**src/rtl/hilo_pkg.sv**
```systemverilog
package hilo_pkg;
  localparam int unsigned OP_W = 4;

  typedef enum logic [OP_W-1:0] {
    OP_MULT  = 4'd0,
    OP_MULTU = 4'd1,
    OP_MADD  = 4'd2,
    OP_MADDU = 4'd3,
    OP_MSUB  = 4'd4,
    OP_MSUBU = 4'd5,
    OP_DIV   = 4'd6,
    OP_DIVU  = 4'd7,
    OP_MTHI  = 4'd8,
    OP_MTLO  = 4'd9,
    OP_MFHI  = 4'd10,
    OP_MFLO  = 4'd11,
    OP_MUL   = 4'd12
  } md_op_e;
endpackage

```
**src/rtl/hilo_mul.sv**
```systemverilog
module hilo_mul #(
  parameter int unsigned W = 32
) (
  input  logic [W-1:0]   a_i,
  input  logic [W-1:0]   b_i,
  input  logic           signed_i,
  output logic [2*W-1:0] prod_o
);
  localparam int unsigned PW = 2 * W;

  logic [PW-1:0] a_ext, b_ext;

  // sign-extend to full width; the low PW bits of the modular product are exact
  assign a_ext  = {{W{signed_i & a_i[W-1]}}, a_i};
  assign b_ext  = {{W{signed_i & b_i[W-1]}}, b_i};
  assign prod_o = a_ext * b_ext;
endmodule

```
**src/rtl/hilo_div.sv**
```systemverilog
module hilo_div #(
  parameter int unsigned W = 32
) (
  input  logic         clk_i,
  input  logic         rst_ni,
  input  logic         start_i,
  input  logic         signed_i,
  input  logic [W-1:0] dividend_i,
  input  logic [W-1:0] divisor_i,
  output logic         busy_o,
  output logic         done_o,
  output logic [W-1:0] quo_o,
  output logic [W-1:0] rem_o
);
  localparam int unsigned CW = $clog2(W);
  localparam logic [CW-1:0] LAST = CW'(W - 1);

  logic          busy_q;
  logic [CW-1:0] cnt_q;
  logic [W-1:0]  rem_q, quo_q, dvs_q;
  logic          neg_q_q, neg_r_q;

  logic [W:0]    shifted, diff;
  logic          ge;
  logic [W-1:0]  rem_n, quo_n;

  function automatic logic [W-1:0] mag(logic [W-1:0] v, logic s);
    return (s && v[W-1]) ? -v : v;
  endfunction

  // restoring step: shift in next dividend bit, subtract if it fits
  assign shifted = {rem_q, quo_q[W-1]};
  assign diff    = shifted - {1'b0, dvs_q};
  assign ge      = ~diff[W];
  assign rem_n   = ge ? diff[W-1:0] : shifted[W-1:0];
  assign quo_n   = {quo_q[W-2:0], ge};

  assign busy_o = busy_q;
  assign done_o = busy_q && (cnt_q == LAST);
  assign quo_o  = neg_q_q ? -quo_n : quo_n;
  assign rem_o  = neg_r_q ? -rem_n : rem_n;

  always_ff @(posedge clk_i or negedge rst_ni) begin
    if (!rst_ni) begin
      busy_q  <= 1'b0;
      cnt_q   <= '0;
      rem_q   <= '0;
      quo_q   <= '0;
      dvs_q   <= '0;
      neg_q_q <= 1'b0;
      neg_r_q <= 1'b0;
    end else if (start_i && !busy_q) begin
      busy_q  <= 1'b1;
      cnt_q   <= '0;
      rem_q   <= '0;
      quo_q   <= mag(dividend_i, signed_i);
      dvs_q   <= mag(divisor_i, signed_i);
      neg_q_q <= signed_i && (dividend_i[W-1] ^ divisor_i[W-1]);
      neg_r_q <= signed_i && dividend_i[W-1];
    end else if (busy_q) begin
      rem_q <= rem_n;
      quo_q <= quo_n;
      cnt_q <= cnt_q + 1'b1;
      if (done_o) busy_q <= 1'b0;
    end
  end

  AST_DIV_CNT_FRESH: assert property (@(posedge clk_i) disable iff (!rst_ni)
    $rose(busy_q) |-> cnt_q == '0);
  AST_DIV_DONE_ENDS: assert property (@(posedge clk_i) disable iff (!rst_ni)
    done_o |=> !busy_o);
  AST_DIV_NONZERO: assert property (@(posedge clk_i) disable iff (!rst_ni)
    busy_o |-> dvs_q != '0);
endmodule

```
**src/rtl/hilo_muldiv_unit.sv**
```systemverilog
module hilo_muldiv_unit
  import hilo_pkg::*;
#(
  parameter int unsigned W = 32
) (
  input  logic            clk_i,
  input  logic            rst_ni,
  input  logic            start_i,
  input  logic [OP_W-1:0] op_i,
  input  logic [W-1:0]    rs_i,
  input  logic [W-1:0]    rt_i,
  output logic            busy_o,
  output logic [W-1:0]    hi_o,
  output logic [W-1:0]    lo_o,
  output logic [W-1:0]    gpr_o,
  output logic            gpr_valid_o
);
  localparam int unsigned PW = 2 * W;

  md_op_e        op;
  logic          accept, is_div, div_start, mul_signed;
  logic          div_busy, div_done;
  logic [W-1:0]  div_quo, div_rem;
  logic [PW-1:0] prod, pair, pair_add, pair_sub;
  logic [W-1:0]  hi_q, lo_q, gpr_q;
  logic          gpr_vld_q;

  assign op         = md_op_e'(op_i);
  assign accept     = start_i && !div_busy;
  assign is_div     = (op == OP_DIV) || (op == OP_DIVU);
  assign div_start  = accept && is_div && (rt_i != '0);
  assign mul_signed = (op == OP_MULT) || (op == OP_MADD) ||
                      (op == OP_MSUB) || (op == OP_MUL);

  hilo_mul #(.W(W)) u_mul (
    .a_i     (rs_i),
    .b_i     (rt_i),
    .signed_i(mul_signed),
    .prod_o  (prod)
  );

  hilo_div #(.W(W)) u_div (
    .clk_i     (clk_i),
    .rst_ni    (rst_ni),
    .start_i   (div_start),
    .signed_i  (op == OP_DIV),
    .dividend_i(rs_i),
    .divisor_i (rt_i),
    .busy_o    (div_busy),
    .done_o    (div_done),
    .quo_o     (div_quo),
    .rem_o     (div_rem)
  );

  assign pair     = {hi_q, lo_q};
  assign pair_add = pair + prod;
  assign pair_sub = pair - prod;

  always_ff @(posedge clk_i or negedge rst_ni) begin
    if (!rst_ni) begin
      hi_q <= '0;
      lo_q <= '0;
    end else if (div_done) begin
      hi_q <= div_rem;
      lo_q <= div_quo;
    end else if (accept) begin
      unique case (op)
        OP_MULT, OP_MULTU: {hi_q, lo_q} <= prod;
        OP_MADD, OP_MADDU: {hi_q, lo_q} <= pair_add;
        OP_MSUB, OP_MSUBU: {hi_q, lo_q} <= pair_sub;
        OP_MTHI:           hi_q <= rs_i;
        OP_MTLO:           lo_q <= rs_i;
        default: ;
      endcase
    end
  end

  always_ff @(posedge clk_i or negedge rst_ni) begin
    if (!rst_ni) begin
      gpr_q     <= '0;
      gpr_vld_q <= 1'b0;
    end else begin
      gpr_vld_q <= 1'b0;
      if (accept) begin
        unique case (op)
          OP_MUL:  begin gpr_q <= prod[W-1:0]; gpr_vld_q <= 1'b1; end
          OP_MFHI: begin gpr_q <= hi_q;        gpr_vld_q <= 1'b1; end
          OP_MFLO: begin gpr_q <= lo_q;        gpr_vld_q <= 1'b1; end
          default: ;
        endcase
      end
    end
  end

  assign busy_o      = div_busy;
  assign hi_o        = hi_q;
  assign lo_o        = lo_q;
  assign gpr_o       = gpr_q;
  assign gpr_valid_o = gpr_vld_q;

  AST_HILO_FROZEN_BUSY: assert property (@(posedge clk_i) disable iff (!rst_ni)
    busy_o && !div_done |=> $stable(hi_q) && $stable(lo_q));
  AST_DIV_ZERO_NOP: assert property (@(posedge clk_i) disable iff (!rst_ni)
    start_i && !busy_o && (op_i == 4'd6 || op_i == 4'd7) && rt_i == '0
    |=> !busy_o && $stable(hi_q) && $stable(lo_q));
  AST_GPR_FROM_START: assert property (@(posedge clk_i) disable iff (!rst_ni)
    gpr_valid_o |-> $past(start_i) && !$past(busy_o));
  AST_UNDEF_OP_NOP: assert property (@(posedge clk_i) disable iff (!rst_ni)
    start_i && !busy_o && op_i > 4'd12
    |=> $stable(hi_q) && $stable(lo_q) && !gpr_valid_o && !busy_o);
endmodule

```
**config.mk**
```make
export PLATFORM = sky130hd
export DESIGN_NAME = hilo_muldiv_unit
export DESIGN_NICKNAME = d
export VERILOG_FILES = /design/src/rtl/hilo_pkg.sv /design/src/rtl/hilo_mul.sv /design/src/rtl/hilo_div.sv /design/src/rtl/hilo_muldiv_unit.sv
export SDC_FILE = /design/constraint.sdc
export NUM_CORES = 2
export LEC_CHECK = 0
export BUFFER_PORTS_ARGS = -buffer_cell sky130_fd_sc_hd__buf_4
export CORE_ASPECT_RATIO = 0.6
export CORE_MARGIN = 2
export CORE_UTILIZATION = 31
export CTS_CLUSTER_SIZE = 12
export DETAILED_ROUTE_END_ITERATION = 10
export SYNTH_ARGS = -nofsm -noshare
export SYNTH_HDL_FRONTEND = slang
export SYNTH_SLANG_ARGS = --single-unit
```
**constraint.sdc**
```tcl
create_clock -name clk_i -period 7.25 [get_ports clk_i]
set_input_delay 1.0875 -clock clk_i [delete_from_list [all_inputs] [get_ports clk_i]]
set_output_delay 1.0875 -clock clk_i [all_outputs]
set_load 0.01 [all_outputs]
```
======== After elaboration in Yosys (flattened, before gate mapping) ========
Index checks and enable logic that the tools add are counted.
word-level totals
  bits in writable memories ............... 0
  bits in registers ....................... 201
  latch bits .............................. 0
  memories kept ........................... 0
  output and inout bits ................... 98
  bits of input ports ..................... 71
  ROM bits ................................ 0
operators by class
  add/subtract/negate cells ............... 8
  eq/ne operators ......................... 13
  $mul .................................... 1
  mux-type cells .......................... 23
  shift operators ......................... 0
  $lt $le $gt $ge ......................... 0
  bitwise operators ....................... 4
  div/mod/pow operators ................... 0
  reduce and logical (&&, ||, !) cells .... 27
operators with widths
  kind                                                 number
  2-to-1 mux 32 bit                                    13
  case mux 32 bit (4 select lines)                     2
  negation 32 bit                                      4
  case mux 32 bit (3 select lines)                     1
  adder 64 bit                                         1
  multiplier 33 x 33 -> 64 bit                         1
  subtractor 64 bit                                    1
  subtractor 33 x 32 -> 33 bit                         1
  nonzero test 32 bit                                  1
  equality test 4 bit, second input constant           5
  equality test 4 x 3 -> 1 bit, second input constant  4
  2-to-1 mux 5 bit                                     2
  nonzero test 5 bit                                   2
  equality test 4 x 2 -> 1 bit, second input constant  2
  logical AND 1 bit                                    8
  AND reduction 2 bit                                  3
  OR reduction 2 bit                                   3
  adder 5 x 1 -> 5 bit, second input constant          1
  equality test 5 bit, second input constant           1
  2-to-1 mux 1 bit                                     5
  equality test 4 x 1 -> 1 bit, second input constant  1
  logical NOT 4 bit                                    1
  logical OR 1 bit                                     4
  nonzero test 2 bit                                   2
  other kinds (6)                                      7

======== Logic depth before layout (Yosys ltp) ========
  word-level depth ........................ 10
  gate-level depth with buffers ........... 48
  depth with buffers taken out ............ 44

======== Hierarchy ========
A second synthesis with hierarchy kept.
unflattened totals
  cells, all modules ...................... 7478
  area total of the unflattened synthesis .. 62067.0 µm²
modules (own cells, without submodules)
  module            cells each  times used  area each (µm²)
  hilo_mul          4160        1           37911.4
  hilo_muldiv_unit  2029        1           14353.8
  hilo_div          1289        1           9801.9

======== Worst setup path after synthesis ========
No wires, ideal clock.
  kind .................................... input to register
  from .................................... input port op_i[2]
  to ...................................... register hi_q[29], in the netlist hi_o[29]
  setup time .............................. 126 ps
  setup slack ............................. -4225 ps
  data arrival time ....................... 11349 ps
  path buffers ............................ 4
  cell stages on the path ................. 40
  data required time ...................... 7124 ps
  path through ............................ clkbuf_1 nor2b_1 a211oi_1 and2_1 clkbuf_1 nand2_1 inv_1 fa_1 fa_1 fa_1 fa_1 inv_1 fa_1 fa_1 fa_1 fa_1 inv_1 ha_1 [... 4 more ...] a221o_1 or2_2 clkbuf_1 a21oi_1 xnor2_1 ha_1 inv_1 o21bai_1 a21oi_1 o21bai_1 a21o_1 a21oi_1 o21ai_0 or3_1 o21bai_1 nor3b_1 a2111o_1 a221o_1
between the ends
  word-level cells in the longest chain between the ends .. 10
RTL lines
  item                                                               RTL line                                        text
  start, declared                                                    hilo_muldiv_unit.sv:9                           input logic [OP_W-1:0] op_i,
  equality test 4 x 2 -> 1 bit or logical NOT 4 bit (tied branches)  hilo_muldiv_unit.sv:32, hilo_muldiv_unit.sv:67
  logical OR 1 bit (2 in a row)                                      hilo_muldiv_unit.sv:32                          assign mul_signed = (op == OP_MULT) || (op == OP_MADD) ||
  logical OR 1 bit                                                   hilo_muldiv_unit.sv:33                          (op == OP_MSUB) || (op == OP_MUL);
  AND 1 bit, on equally long branches                                hilo_mul.sv:14, hilo_mul.sv:15
  multiplier 33 x 33 -> 64 bit                                       hilo_mul.sv:16                                  assign prod_o = a_ext * b_ext;
  subtractor 64 bit or adder 64 bit (tied branches)                  hilo_muldiv_unit.sv:57, hilo_muldiv_unit.sv:56
  case mux 32 bit (4 select lines)                                   hilo_muldiv_unit.sv:67                          unique case (op)
  2-to-1 mux 32 bit                                                  hilo_muldiv_unit.sv:66                          end else if (accept) begin
  2-to-1 mux 32 bit                                                  hilo_muldiv_unit.sv:63                          end else if (div_done) begin
  end signal, assigned                                               hilo_muldiv_unit.sv:64                          hi_q <= div_rem;
  end signal, assigned                                               hilo_muldiv_unit.sv:68                          OP_MULT, OP_MULTU: {hi_q, lo_q} <= prod;
  end signal, assigned                                               hilo_muldiv_unit.sv:69                          OP_MADD, OP_MADDU: {hi_q, lo_q} <= pair_add;
  end, declared                                                      hilo_muldiv_unit.sv:25                          logic [W-1:0] hi_q, lo_q, gpr_q;
Parallel ways exist; a longest one is shown, timed or not. The select of a mux whose other input is x is not followed.
A chain may end at the register's enable or synchronous reset.

======== Worst setup path after layout ========
  from .................................... input port rt_i[2]
  to ...................................... register hi_q[28], in the netlist hi_o[28]
between the ends
  word-level cells in the longest chain between the ends .. 5
RTL lines
  item                                               RTL line                                        text
  start, declared                                    hilo_muldiv_unit.sv:11                          input logic [W-1:0] rt_i,
  multiplier 33 x 33 -> 64 bit (*)                   hilo_mul.sv:16
  subtractor 64 bit or adder 64 bit (tied branches)  hilo_muldiv_unit.sv:57, hilo_muldiv_unit.sv:56
  case mux 32 bit (4 select lines) (*)               hilo_muldiv_unit.sv:67
  2-to-1 mux 32 bit (*)                              hilo_muldiv_unit.sv:66
  2-to-1 mux 32 bit (*)                              hilo_muldiv_unit.sv:63
Every way passes the cells marked *; elsewhere a longest branch is shown, timed or not. The select of a mux whose other input is x is not followed.

==> metrics.csv <==
metric,value,unit
pre_cts_ws,-4.43,ns
share_of_async_settable_or_async_resettable_flops_after_synthesis,100,%
rsz0062_at_grt,true,
setup_ws,-3.11,ns
clock_tree.htree_level_count,1,
area.growth.synth_to_final,31.5,%
avgRoutedWirePerCell,23.6,um
drv_cap,0,
failed_checks,negative setup slack,
drt_pass1_iterations,6,
setup_viol,61,
tritoncts,built,
timing.critical_path.fanout_max,18,
critPathCaptureType,flip-flop,
hold_path_class,in -> async,
cts-root-to-sink-buffers,3,
critical-path-top-cell-by-count,sky130_fd_sc_hd__fa_1,
worst_setup_path_start_kind,input port,
synth.net_count,8864,
setup.reg_to_reg.worst_slack,1.40,ns
initial_util,31.3,%
cts-hold-fix-buffers,0,
worst_hold_slack,0.486,ns
setup_tns,-121.50,ns
slew_headroom,20.3,%
startpoint,rt_i[2],
dpl-instance-area,0.0739,mm2
final_cell_mix,"sky130_fd_sc_hd__buf_4 (1303), sky130_fd_sc_hd__inv_1 (1209), sky130_fd_sc_hd__fa_1 (1098), sky130_fd_sc_hd__nand2_1 (1053), sky130_fd_sc_hd__and2_1 (308)",
hold_viol_final,0,
period_utilization_post_route,143,%
globalRouteTotalUtil,25.5,%
synthCells,7285,
report.final.slew_viol_count,0,
drt_first_iter_violations,5880,
layout.nets,9935,
worstSkewPairLatency,0.61,ns
vias_per_cell,5.28,
yosysTopAreaCellShare,37.2,%
register_bit_total_from_synthesis,201,
crit-reg2reg-launch,u_div.quo_q[31],
place_hpwl,215000,um
commonest_non_fill_non_tap_cell_in_the_layout,sky130_fd_sc_hd__buf_4,
max_freq,0.0966,GHz
fp.dieArea,0.199,mm2
run_status,"complete, but fails checks",
final_cell_area,0.0798,mm2
post-synth-top-area-cell,sky130_fd_sc_hd__fa_1,
portBuffers,168,
synth_seq_area_share,8.29,%
antenna_violations_before_repair,21,
worstRegToRegCells,19,
placementRows,125,
netlist_top_cells_area,"sky130_fd_sc_hd__fa_1 (37%), sky130_fd_sc_hd__dfrtp_1 (8.3%), sky130_fd_sc_hd__ha_1 (7.8%), sky130_fd_sc_hd__inv_1 (7.8%), sky130_fd_sc_hd__nand2_1 (6.7%)",
pin_count,169,
timing.critical_path.slowest_cell_delay,0.57,ns
worst_ep_required_time,7.71,ns
min_period,10.36,ns
synth_area_per_cell,8.33,um2
worst_clock_skew,0.0317,ns
grt_pass1_vias,58021,
die_width,575,um
critical_path_arrival,10.81,ns
crit_path_top_delay_cell,sky130_fd_sc_hd__fa_1,
grt_first_pass_wirelength,383000,um
route.detailed.drc,0,
clk_transition_reported_paths,0.08,ns
cts_root_buf,sky130_fd_sc_hd__clkbuf_16,
gp_congestion,1.00,
criticalPathCategory,in -> reg,
via_count,57946,
core_area,0.194,mm2
tightestPinTransition,1.18,ns
finalWirelength,259000,um
postRouteAntennaNets,0,
synth-edff-count,0,
grt_max_degree,111,
gr-total-overflow,0,
dominantRegCellSynth,sky130_fd_sc_hd__dfrtp_1,
clock_sinks,201,
syn-cell-area,0.0607,mm2
clock_buffers_created_by_tritoncts,21,
fp.dieH,347,um
synth_cell_type_count,96,
post_route_cells_drive_above_1_share,27.3,%
synth-warning-count,0,
kinds of logic (layout without fill, tap and decap cells):
logic type,after synthesis,after routing,share of synthesized area [%]
flops,201,201,8.29
fa+ha+maj,1508,1508,45.0
compound gates,1347,1347,14.7
other cells,0,14,0
mux,67,67,1.12
xor+xnor,241,241,3.50
buf+inv,1725,2802,10.7
simple gates,2196,2196,16.7
flip-flops by register name, summed over array words and instances, names as in the netlist:
| register | count |
|---|---|
| u_div.neg_q_q | 1 |
| u_div.busy_o | 1 |
| u_div.dvs_q | 32 |
| u_div.cnt_q | 5 |
| u_div.neg_r_q | 1 |
| lo_o | 32 |
| u_div.quo_q | 32 |
| gpr_valid_o | 1 |
| hi_o | 32 |
| gpr_o | 32 |
| u_div.rem_q | 32 |
routing by layer:
| metal | GRT usage (%) | part of all wire [%] | vias up |
|---|---|---|---|
| li1 | - | - | 25390 |
| met2 | 35.9 | 41 | 2606 |
| met4 | 5.01 | 2.4 | 6 |
| met1 | 38.1 | 45 | 29655 |
| met3 | 7.93 | 12 | 289 |
| met5 | 0 | 0.017 | - |
cell type report:
type                            count  area [um2]
Antenna cell                       14        35.0
Clock buffer                       27         568
Clock inverter                      2        12.5
Fill cell                       19398      114000
Inverter                         1264        4780
Multi-Input combinational cell   5359       53400
Sequential cell                   201        5030
Tap cell                         2603        3260
Timing Repair Buffer             1509       12700
Yosys cell counts (28+ instances only):
library cell and n:
sky130_fd_sc_hd__buf_1 78, sky130_fd_sc_hd__clkbuf_1 373, sky130_fd_sc_hd__xnor2_1 132, sky130_fd_sc_hd__dfrtp_1 201, sky130_fd_sc_hd__nand2_1 1089, sky130_fd_sc_hd__o21a_1 28
sky130_fd_sc_hd__o221ai_1 58, sky130_fd_sc_hd__nor4_1 30, sky130_fd_sc_hd__a21o_1 72, sky130_fd_sc_hd__inv_1 1261, sky130_fd_sc_hd__a221o_1 37, sky130_fd_sc_hd__xor2_1 108
sky130_fd_sc_hd__o22ai_1 37, sky130_fd_sc_hd__a21oi_1 349, sky130_fd_sc_hd__a31oi_1 28, sky130_fd_sc_hd__and3_1 47, sky130_fd_sc_hd__nand4_1 40, sky130_fd_sc_hd__nand3_1 71
sky130_fd_sc_hd__o31ai_1 41, sky130_fd_sc_hd__nor2_1 328, sky130_fd_sc_hd__o211ai_1 35, sky130_fd_sc_hd__or2_2 37, sky130_fd_sc_hd__ha_1 380, sky130_fd_sc_hd__a221oi_1 35
sky130_fd_sc_hd__o21bai_1 66, sky130_fd_sc_hd__and2_1 333, sky130_fd_sc_hd__nor2b_1 32, sky130_fd_sc_hd__o21ai_0 313, sky130_fd_sc_hd__a211oi_1 32, sky130_fd_sc_hd__nor3_1 75
sky130_fd_sc_hd__mux2i_1 60, sky130_fd_sc_hd__fa_1 1128, sky130_fd_sc_hd__nand2b_1 39
worst max-delay path: cells and delay by family:
kind	cells	cell delay, ns
AND/OR/NAND/NOR	7	1.14
XOR/XNOR	1	0.21
adder cells (fa/ha/maj)	10	4.57
multiplexers	1	0.30
AO/OA/AOI/OAI	11	1.94
buffers and inverters	14	1.50
per-stage QoR:
stage | util (%) | std cells
global route | 41.1 | 10974
finish | 41.1 | 10979
floorplan | - | 7285
CTS | 40.3 | 10922
global placement | 38.1 | 10792
detailed placement | 38.1 | 10792
timing repair:
action,in CTS,in global routing
setup endpoints to repair,67,67
pin swaps,301,214
endpoints found under the hold margin,0,0
setup buffers,111,50
gates cloned,2,0
resized for setup,628,278
worst paths after layout:
kind,endpoint
hold / removal,gpr_o[19]
setup reg to reg,hi_o[30]
setup / recovery,hi_o[28]
hold reg to reg,gpr_o[0]
max in group asynchronous,u_div.dvs_q[19]
min in group clk_i,gpr_o[0]
Power is left out: the tool's default activity adds up to more than one toggle a clock period on the data nets, which glitch-free logic cannot reach.
